==> config.mk <==
export PLATFORM = sky130hd
export DESIGN_NAME = branch_trap_pc
export DESIGN_NICKNAME = d
export VERILOG_FILES = /design/src/rtl/brtrap_pkg.sv /design/src/rtl/branch_cond.sv /design/src/rtl/trap_seq.sv /design/src/rtl/pc_next.sv /design/src/rtl/branch_trap_pc.sv
export SDC_FILE = /design/constraint.sdc
export NUM_CORES = 1
export LEC_CHECK = 0
export ABC_AREA = 1
export BUFFER_PORTS_ARGS = -buffer_cell sky130_fd_sc_hd__buf_2
export CORE_MARGIN = 1.5
export CORE_UTILIZATION = 25
export DETAILED_ROUTE_END_ITERATION = 10
export GPL_TIMING_DRIVEN = 1
export SLEW_MARGIN = 20
export SYNTH_ARGS = -nofsm -noshare
export SYNTH_HDL_FRONTEND = slang
export SYNTH_HIERARCHICAL = 1
export SYNTH_SLANG_ARGS = --single-unit
==> constraint.sdc <==
create_clock -name clk_i -period 1.5 [get_ports clk_i]
set_input_delay 0.3 -clock clk_i [delete_from_list [all_inputs] [get_ports clk_i]]
set_output_delay 0.3 -clock clk_i [all_outputs]
set_load 0.05 [all_outputs]
==> src/rtl/brtrap_pkg.sv <==
package brtrap_pkg;
  typedef enum logic [1:0] {
    PC_HOLD = 2'd0,
    PC_INC  = 2'd1,
    PC_BR   = 2'd2,
    PC_VEC  = 2'd3
  } pc_sel_e;

  typedef enum logic {
    TS_IDLE = 1'b0,
    TS_WAIT = 1'b1
  } trap_st_e;

  localparam logic [3:0] OP_BRANCH = 4'b0000;
  localparam logic [3:0] OP_TRAP   = 4'b1111;
endpackage

==> src/rtl/branch_cond.sv <==
module branch_cond #(
  parameter int FLAG_W = 3
) (
  input  logic [FLAG_W-1:0] mask_i,
  input  logic [FLAG_W-1:0] flags_i,
  output logic              take_o
);
  logic [FLAG_W-1:0] hit;
  for (genvar g = 0; g < FLAG_W; g++) begin : g_hit
    assign hit[g] = mask_i[g] & flags_i[g];
  end
  assign take_o = |hit;
endmodule

==> src/rtl/trap_seq.sv <==
module trap_seq
  import brtrap_pkg::*;
#(
  parameter int XLEN  = 16,
  parameter int VEC_W = 8
) (
  input  logic            clk_i,
  input  logic            rst_ni,
  input  logic            start_i,
  input  logic [VEC_W-1:0] vec_i,
  input  logic            rdy_i,
  output logic            busy_o,
  output logic            load_o,
  output logic [XLEN-1:0] addr_o
);
  localparam int PAD_W = XLEN - VEC_W;

  trap_st_e         st_q;
  logic [VEC_W-1:0] vec_q;

  always_ff @(posedge clk_i or negedge rst_ni) begin
    if (!rst_ni) begin
      st_q  <= TS_IDLE;
      vec_q <= '0;
    end else begin
      unique case (st_q)
        TS_IDLE: if (start_i) begin
          st_q  <= TS_WAIT;
          vec_q <= vec_i;
        end
        TS_WAIT: if (rdy_i) st_q <= TS_IDLE;
        default: st_q <= TS_IDLE;
      endcase
    end
  end

  assign busy_o = (st_q == TS_WAIT);
  assign load_o = busy_o & rdy_i;
  assign addr_o = {{PAD_W{1'b0}}, vec_q};
endmodule

==> src/rtl/pc_next.sv <==
module pc_next
  import brtrap_pkg::*;
#(
  parameter int          XLEN     = 16,
  parameter int          OFF_W    = 9,
  parameter logic [15:0] RESET_PC = 16'h3000
) (
  input  logic            clk_i,
  input  logic            rst_ni,
  input  pc_sel_e         sel_i,
  input  logic [OFF_W-1:0] off_i,
  input  logic [XLEN-1:0] vec_pc_i,
  output logic [XLEN-1:0] pc_o
);
  localparam int PAGE_W = XLEN - OFF_W;

  logic [XLEN-1:0] pc_q, pc_d;

  always_comb begin
    unique case (sel_i)
      PC_INC:  pc_d = pc_q + XLEN'(1);
      PC_BR:   pc_d = {pc_q[XLEN-1 -: PAGE_W], off_i};
      PC_VEC:  pc_d = vec_pc_i;
      default: pc_d = pc_q;
    endcase
  end

  always_ff @(posedge clk_i or negedge rst_ni) begin
    if (!rst_ni) pc_q <= XLEN'(RESET_PC);
    else         pc_q <= pc_d;
  end

  assign pc_o = pc_q;
endmodule

==> src/rtl/branch_trap_pc.sv <==
module branch_trap_pc
  import brtrap_pkg::*;
#(
  parameter int          XLEN     = 16,
  parameter int          OFF_W    = 9,
  parameter int          VEC_W    = 8,
  parameter logic [15:0] RESET_PC = 16'h3000
) (
  input  logic            clk_i,
  input  logic            rst_ni,
  input  logic            fetch_i,
  input  logic            exec_i,
  input  logic [XLEN-1:0] instr_i,
  input  logic            flag_n_i,
  input  logic            flag_z_i,
  input  logic            flag_p_i,
  output logic            mem_req_o,
  output logic [XLEN-1:0] mem_addr_o,
  input  logic [XLEN-1:0] mem_rdata_i,
  input  logic            mem_rdy_i,
  output logic [XLEN-1:0] pc_o,
  output logic            r7_we_o,
  output logic [XLEN-1:0] r7_data_o,
  output logic            done_o
);
  localparam int OP_LSB  = XLEN - 4;
  localparam int MASK_W  = 3;
  localparam int RSV_W   = OP_LSB - VEC_W;

  logic [3:0]        opcode;
  logic              is_br, trap_ok, take, idle, exe, start, busy, load;
  pc_sel_e           sel;

  assign opcode  = instr_i[XLEN-1 -: 4];
  assign is_br   = (opcode == OP_BRANCH);
  assign trap_ok = (opcode == OP_TRAP) && (instr_i[OP_LSB-1 -: RSV_W] == '0);

  branch_cond #(.FLAG_W(MASK_W)) u_cond (
    .mask_i  (instr_i[OFF_W +: MASK_W]),
    .flags_i ({flag_n_i, flag_z_i, flag_p_i}),
    .take_o  (take)
  );

  assign idle  = ~busy;
  assign exe   = exec_i & idle;
  assign start = exe & trap_ok;

  trap_seq #(.XLEN(XLEN), .VEC_W(VEC_W)) u_trap (
    .clk_i   (clk_i),
    .rst_ni  (rst_ni),
    .start_i (start),
    .vec_i   (instr_i[VEC_W-1:0]),
    .rdy_i   (mem_rdy_i),
    .busy_o  (busy),
    .load_o  (load),
    .addr_o  (mem_addr_o)
  );

  // execute beats fetch; nothing moves while a vector read is pending
  always_comb begin
    if (load)                            sel = PC_VEC;
    else if (exe && is_br && take)       sel = PC_BR;
    else if (idle && fetch_i && !exec_i) sel = PC_INC;
    else                                 sel = PC_HOLD;
  end

  pc_next #(.XLEN(XLEN), .OFF_W(OFF_W), .RESET_PC(RESET_PC)) u_pc (
    .clk_i    (clk_i),
    .rst_ni   (rst_ni),
    .sel_i    (sel),
    .off_i    (instr_i[OFF_W-1:0]),
    .vec_pc_i (mem_rdata_i),
    .pc_o     (pc_o)
  );

  assign mem_req_o = busy;
  assign r7_we_o   = start;
  assign r7_data_o = pc_o;
  assign done_o    = (exe & ~start) | load;
endmodule

==> impl_metrics.toml <==
[status]
outcome = "completed"

[floorplan]
ioPinCount = 91
fp.dieW_um = 89.4
die_area_mm2 = 0.00800
die_h_um = 89.4
core.rowCount = 31
core_mm2 = 0.00725
initial_utilization = 0.258

[setup_path]
end_kind = "output port"
worstPathRequired_ns = 1.20
r2r_start = "u_trap/busy_o"
rrSetupSlack_ns = 0.08
cp.arrival_ns = 1.18
r2r_end = "u_pc/pc_o[4]"
crit_type = "reg2out"
worstPathMaxFanout = 5
startpoint_type = "register"
reg2reg_depth = 8

[clock_tree]
clock_latency_ns = 0.27
cts_buffer_depth = 2
hold_buffers = 0
cts_inserted_buffers = 3
clk_pin_slew_ns = 0.09
clock-sinks = 25
htree_levels = 1
cts_tree = "built"
cts-root-buf = "clkbuf_8"

[global_route]
grt-ovfl-total = 0
antenna_found_initial = 0
grt_pass1_wl_um = 8550
grt_pass1_vias = 1805
grt_max_degree = 26
track_usage = 0.139

[synthesis]
ys.flop_type = "dfrtp_1"
syn-cell-area_mm2 = 0.00187
async_flop_share = 1.00
yosysWarningCount = 6
ys_types = 33
synth-edff-count = 0
syn_inst = 266
ys_ff_latch = 25
avgSynthCellArea_um2 = 7.02
ys_seq_area_frac = 0.336

[run]
max-cap-violations = 0

[cells_and_area]
n_fill_cell = 797
multiInputGateArea_um2 = 983
diodes = 0
areaGrowthSynthToFinish_pct = 28.9
fin_nets = 377
instances_no_fill = 434
regArea_um2 = 633
final_cell_area_mm2 = 0.00241
layout-drive-gt1-share = 0.397

[placement]
io_buffer_count = 82
dp_cells = 430
placed_cell_area_mm2 = 0.00230
gp_congestion = 0.856
dp.final_hpwl_um = 4310

[detailed_routing]
vias_per_cell = 4.50
drtIter0Drc = 133
drc = 0
drt_first_pass_iters = 4
wl_um = 5530
wl_per_cell_um = 12.7
vias = 1955
ant_nets = 0

[pwr]
powerDensity_mw_per_mm2 = 1960
power.total_mw = 4.71
p_switching_mw = 2.87
pwr-share-seq = 0.263
power_frac_comb = 0.650
p_int_mw = 1.84
p_sw_frac = 0.610
ir_drop_mv = 0.571
clockPowerShare = 0.087
p_leak_nw = 1.28

[sta]
hold_violations = 0
clock_skew_ns = 0.00849
holdWs_ns = 0.0131
slew_viol_final = 0
max-slew-margin-rel = 0.612
setup-violations-final = 0
worstMarginPinSlew_ns = 0.582
rsz0062_at_grt = "yes"
period_share = 0.985
fin_crit_ns = 1.48
fmax_mhz = 677

[hold_path]
hold_path.class = "in2async"
-- placed cells by master, fill, tap and decap left out, drive strengths merged --
| cell | synthesis | final |
|---|---|---|
| buf | 31 | 88 |
| nand2 | 66 | 66 |
| nand3 | 40 | 40 |
| nor2 | 32 | 32 |
| inv | 25 | 25 |
| dfrtp | 23 | 23 |
| a21oi | 14 | 14 |
| conb | 1 | 8 |
| o21ai | 8 | 8 |
| clkbuf | 1 | 6 |
| nand4 | 5 | 5 |
| a31oi | 4 | 4 |
| o21bai | 4 | 4 |
| o211ai | 2 | 2 |
| dfstp | 2 | 2 |
| a41oi | 2 | 2 |
| clkinv | 1 | 1 |
| xor2 | 1 | 1 |
| a32oi | 1 | 1 |
| nor3 | 1 | 1 |
| a22oi | 1 | 1 |
| ha | 1 | 1 |
-- power groups by stage --
stage               clock network, mW  logic (mW)  registers, mW
floorplan                           0        1.94           1.85
global placement                    0        2.99           1.24
detailed placement                  0        3.01           1.25
CTS                             0.422        3.02           1.23
global route                    0.456        3.32           1.29
finish                          0.408        3.06           1.24
-- timing repair --
item	4_1_cts	5_1_grt
buffers inserted	0	0
endpoints found under the hold margin	0	0
endpoints found under the setup margin	2	19
cloned	0	0
resized for setup	4	17
-- logic make-up (layout without fill, tap and decap cells) --
| group | count (synthesis) | in the layout | synth area share |
|---|---|---|---|
| other | 1 | 8 | 0.00201 |
| and+or+nand+nor | 144 | 144 | 0.357 |
| adders and majority gates | 1 | 1 | 0.00670 |
| DFF | 25 | 25 | 0.336 |
| xor gates and xnor gates | 1 | 1 | 0.00469 |
| AOI/OAI and AO/OA | 36 | 36 | 0.121 |
| buffers and inverters | 58 | 120 | 0.173 |
-- cell usage after synthesis, drive strengths merged, types with 2 or more instances --
master | n | area, um2
nand2 | 66 | 270
nor2 | 32 | 150
o21ai | 8 | 40.0
nand4 | 5 | 31.3
inv | 25 | 93.8
nand3 | 40 | 210
a41oi | 2 | 17.5
dfrtp | 23 | 576
o21bai | 4 | 33.8
a21oi | 14 | 77.6
a31oi | 4 | 25.0
dfstp | 2 | 52.6
buf | 31 | 221
o211ai | 2 | 15.0
-- critical path, cell delays in order, from the launching register on --
cell	delay [ns]
dfrtp_2	0.46
nor2_4	0.12
inv_1	0.08
nor2_4	0.11
buf_8	0.15
-- flip-flops by register name, summed over array words and instances, names as in the netlist --
| register | flops |
|---|---|
| u_trap/busy_o | 1 |
| u_trap/vec_q | 8 |
| u_pc/pc_o | 16 |
-- routing by layer --
metal | track usage | vias up | routed length [um]
met5 | 0 | - | 0
met4 | 0.0224 | 0 | 19
met3 | 0.0332 | 2 | 357
met2 | 0.252 | 72 | 2730
met1 | 0.171 | 901 | 2420
li1 | - | 980 | -
-- metrics by stage --
step / setup slack (ns) / setup TNS [ns] / util
6_report: 0.0227 / 0 / 0.332
5_1_grt: -0.0482 / -0.0482 / 0.332
4_1_cts: 0.0202 / 0 / 0.325
3_5_place_dp: 0.00917 / 0 / 0.317
3_3_place_gp: 0.0345 / 0 / 0.317
2_1_floorplan: -0.0110 / -0.0877 / -
-- worst max-delay path by stage --
stage / from / endpoint / slack, ns
after global routing: u_trap/busy_o / r7_we_o / -0.05
final: u_trap/busy_o / r7_we_o / 0.02
after global placement: instr_i[9] / u_pc/pc_o[4] / 0.03
after CTS: u_trap/busy_o / r7_we_o / 0.02
after floorplan: u_trap/busy_o / u_trap/vec_q[0] / -0.01
after detailed placement: instr_i[10] / u_pc/pc_o[4] / 0.009
-- area by class of cell --
cell class	count	area share
inverters	26	0.0437
clock buffers	4	0.0187
multi-input cells	190	0.409
flip-flops and latches	25	0.263
well taps	99	0.0515
repair buffers	90	0.215
Power figures use the tool's default switching activity.
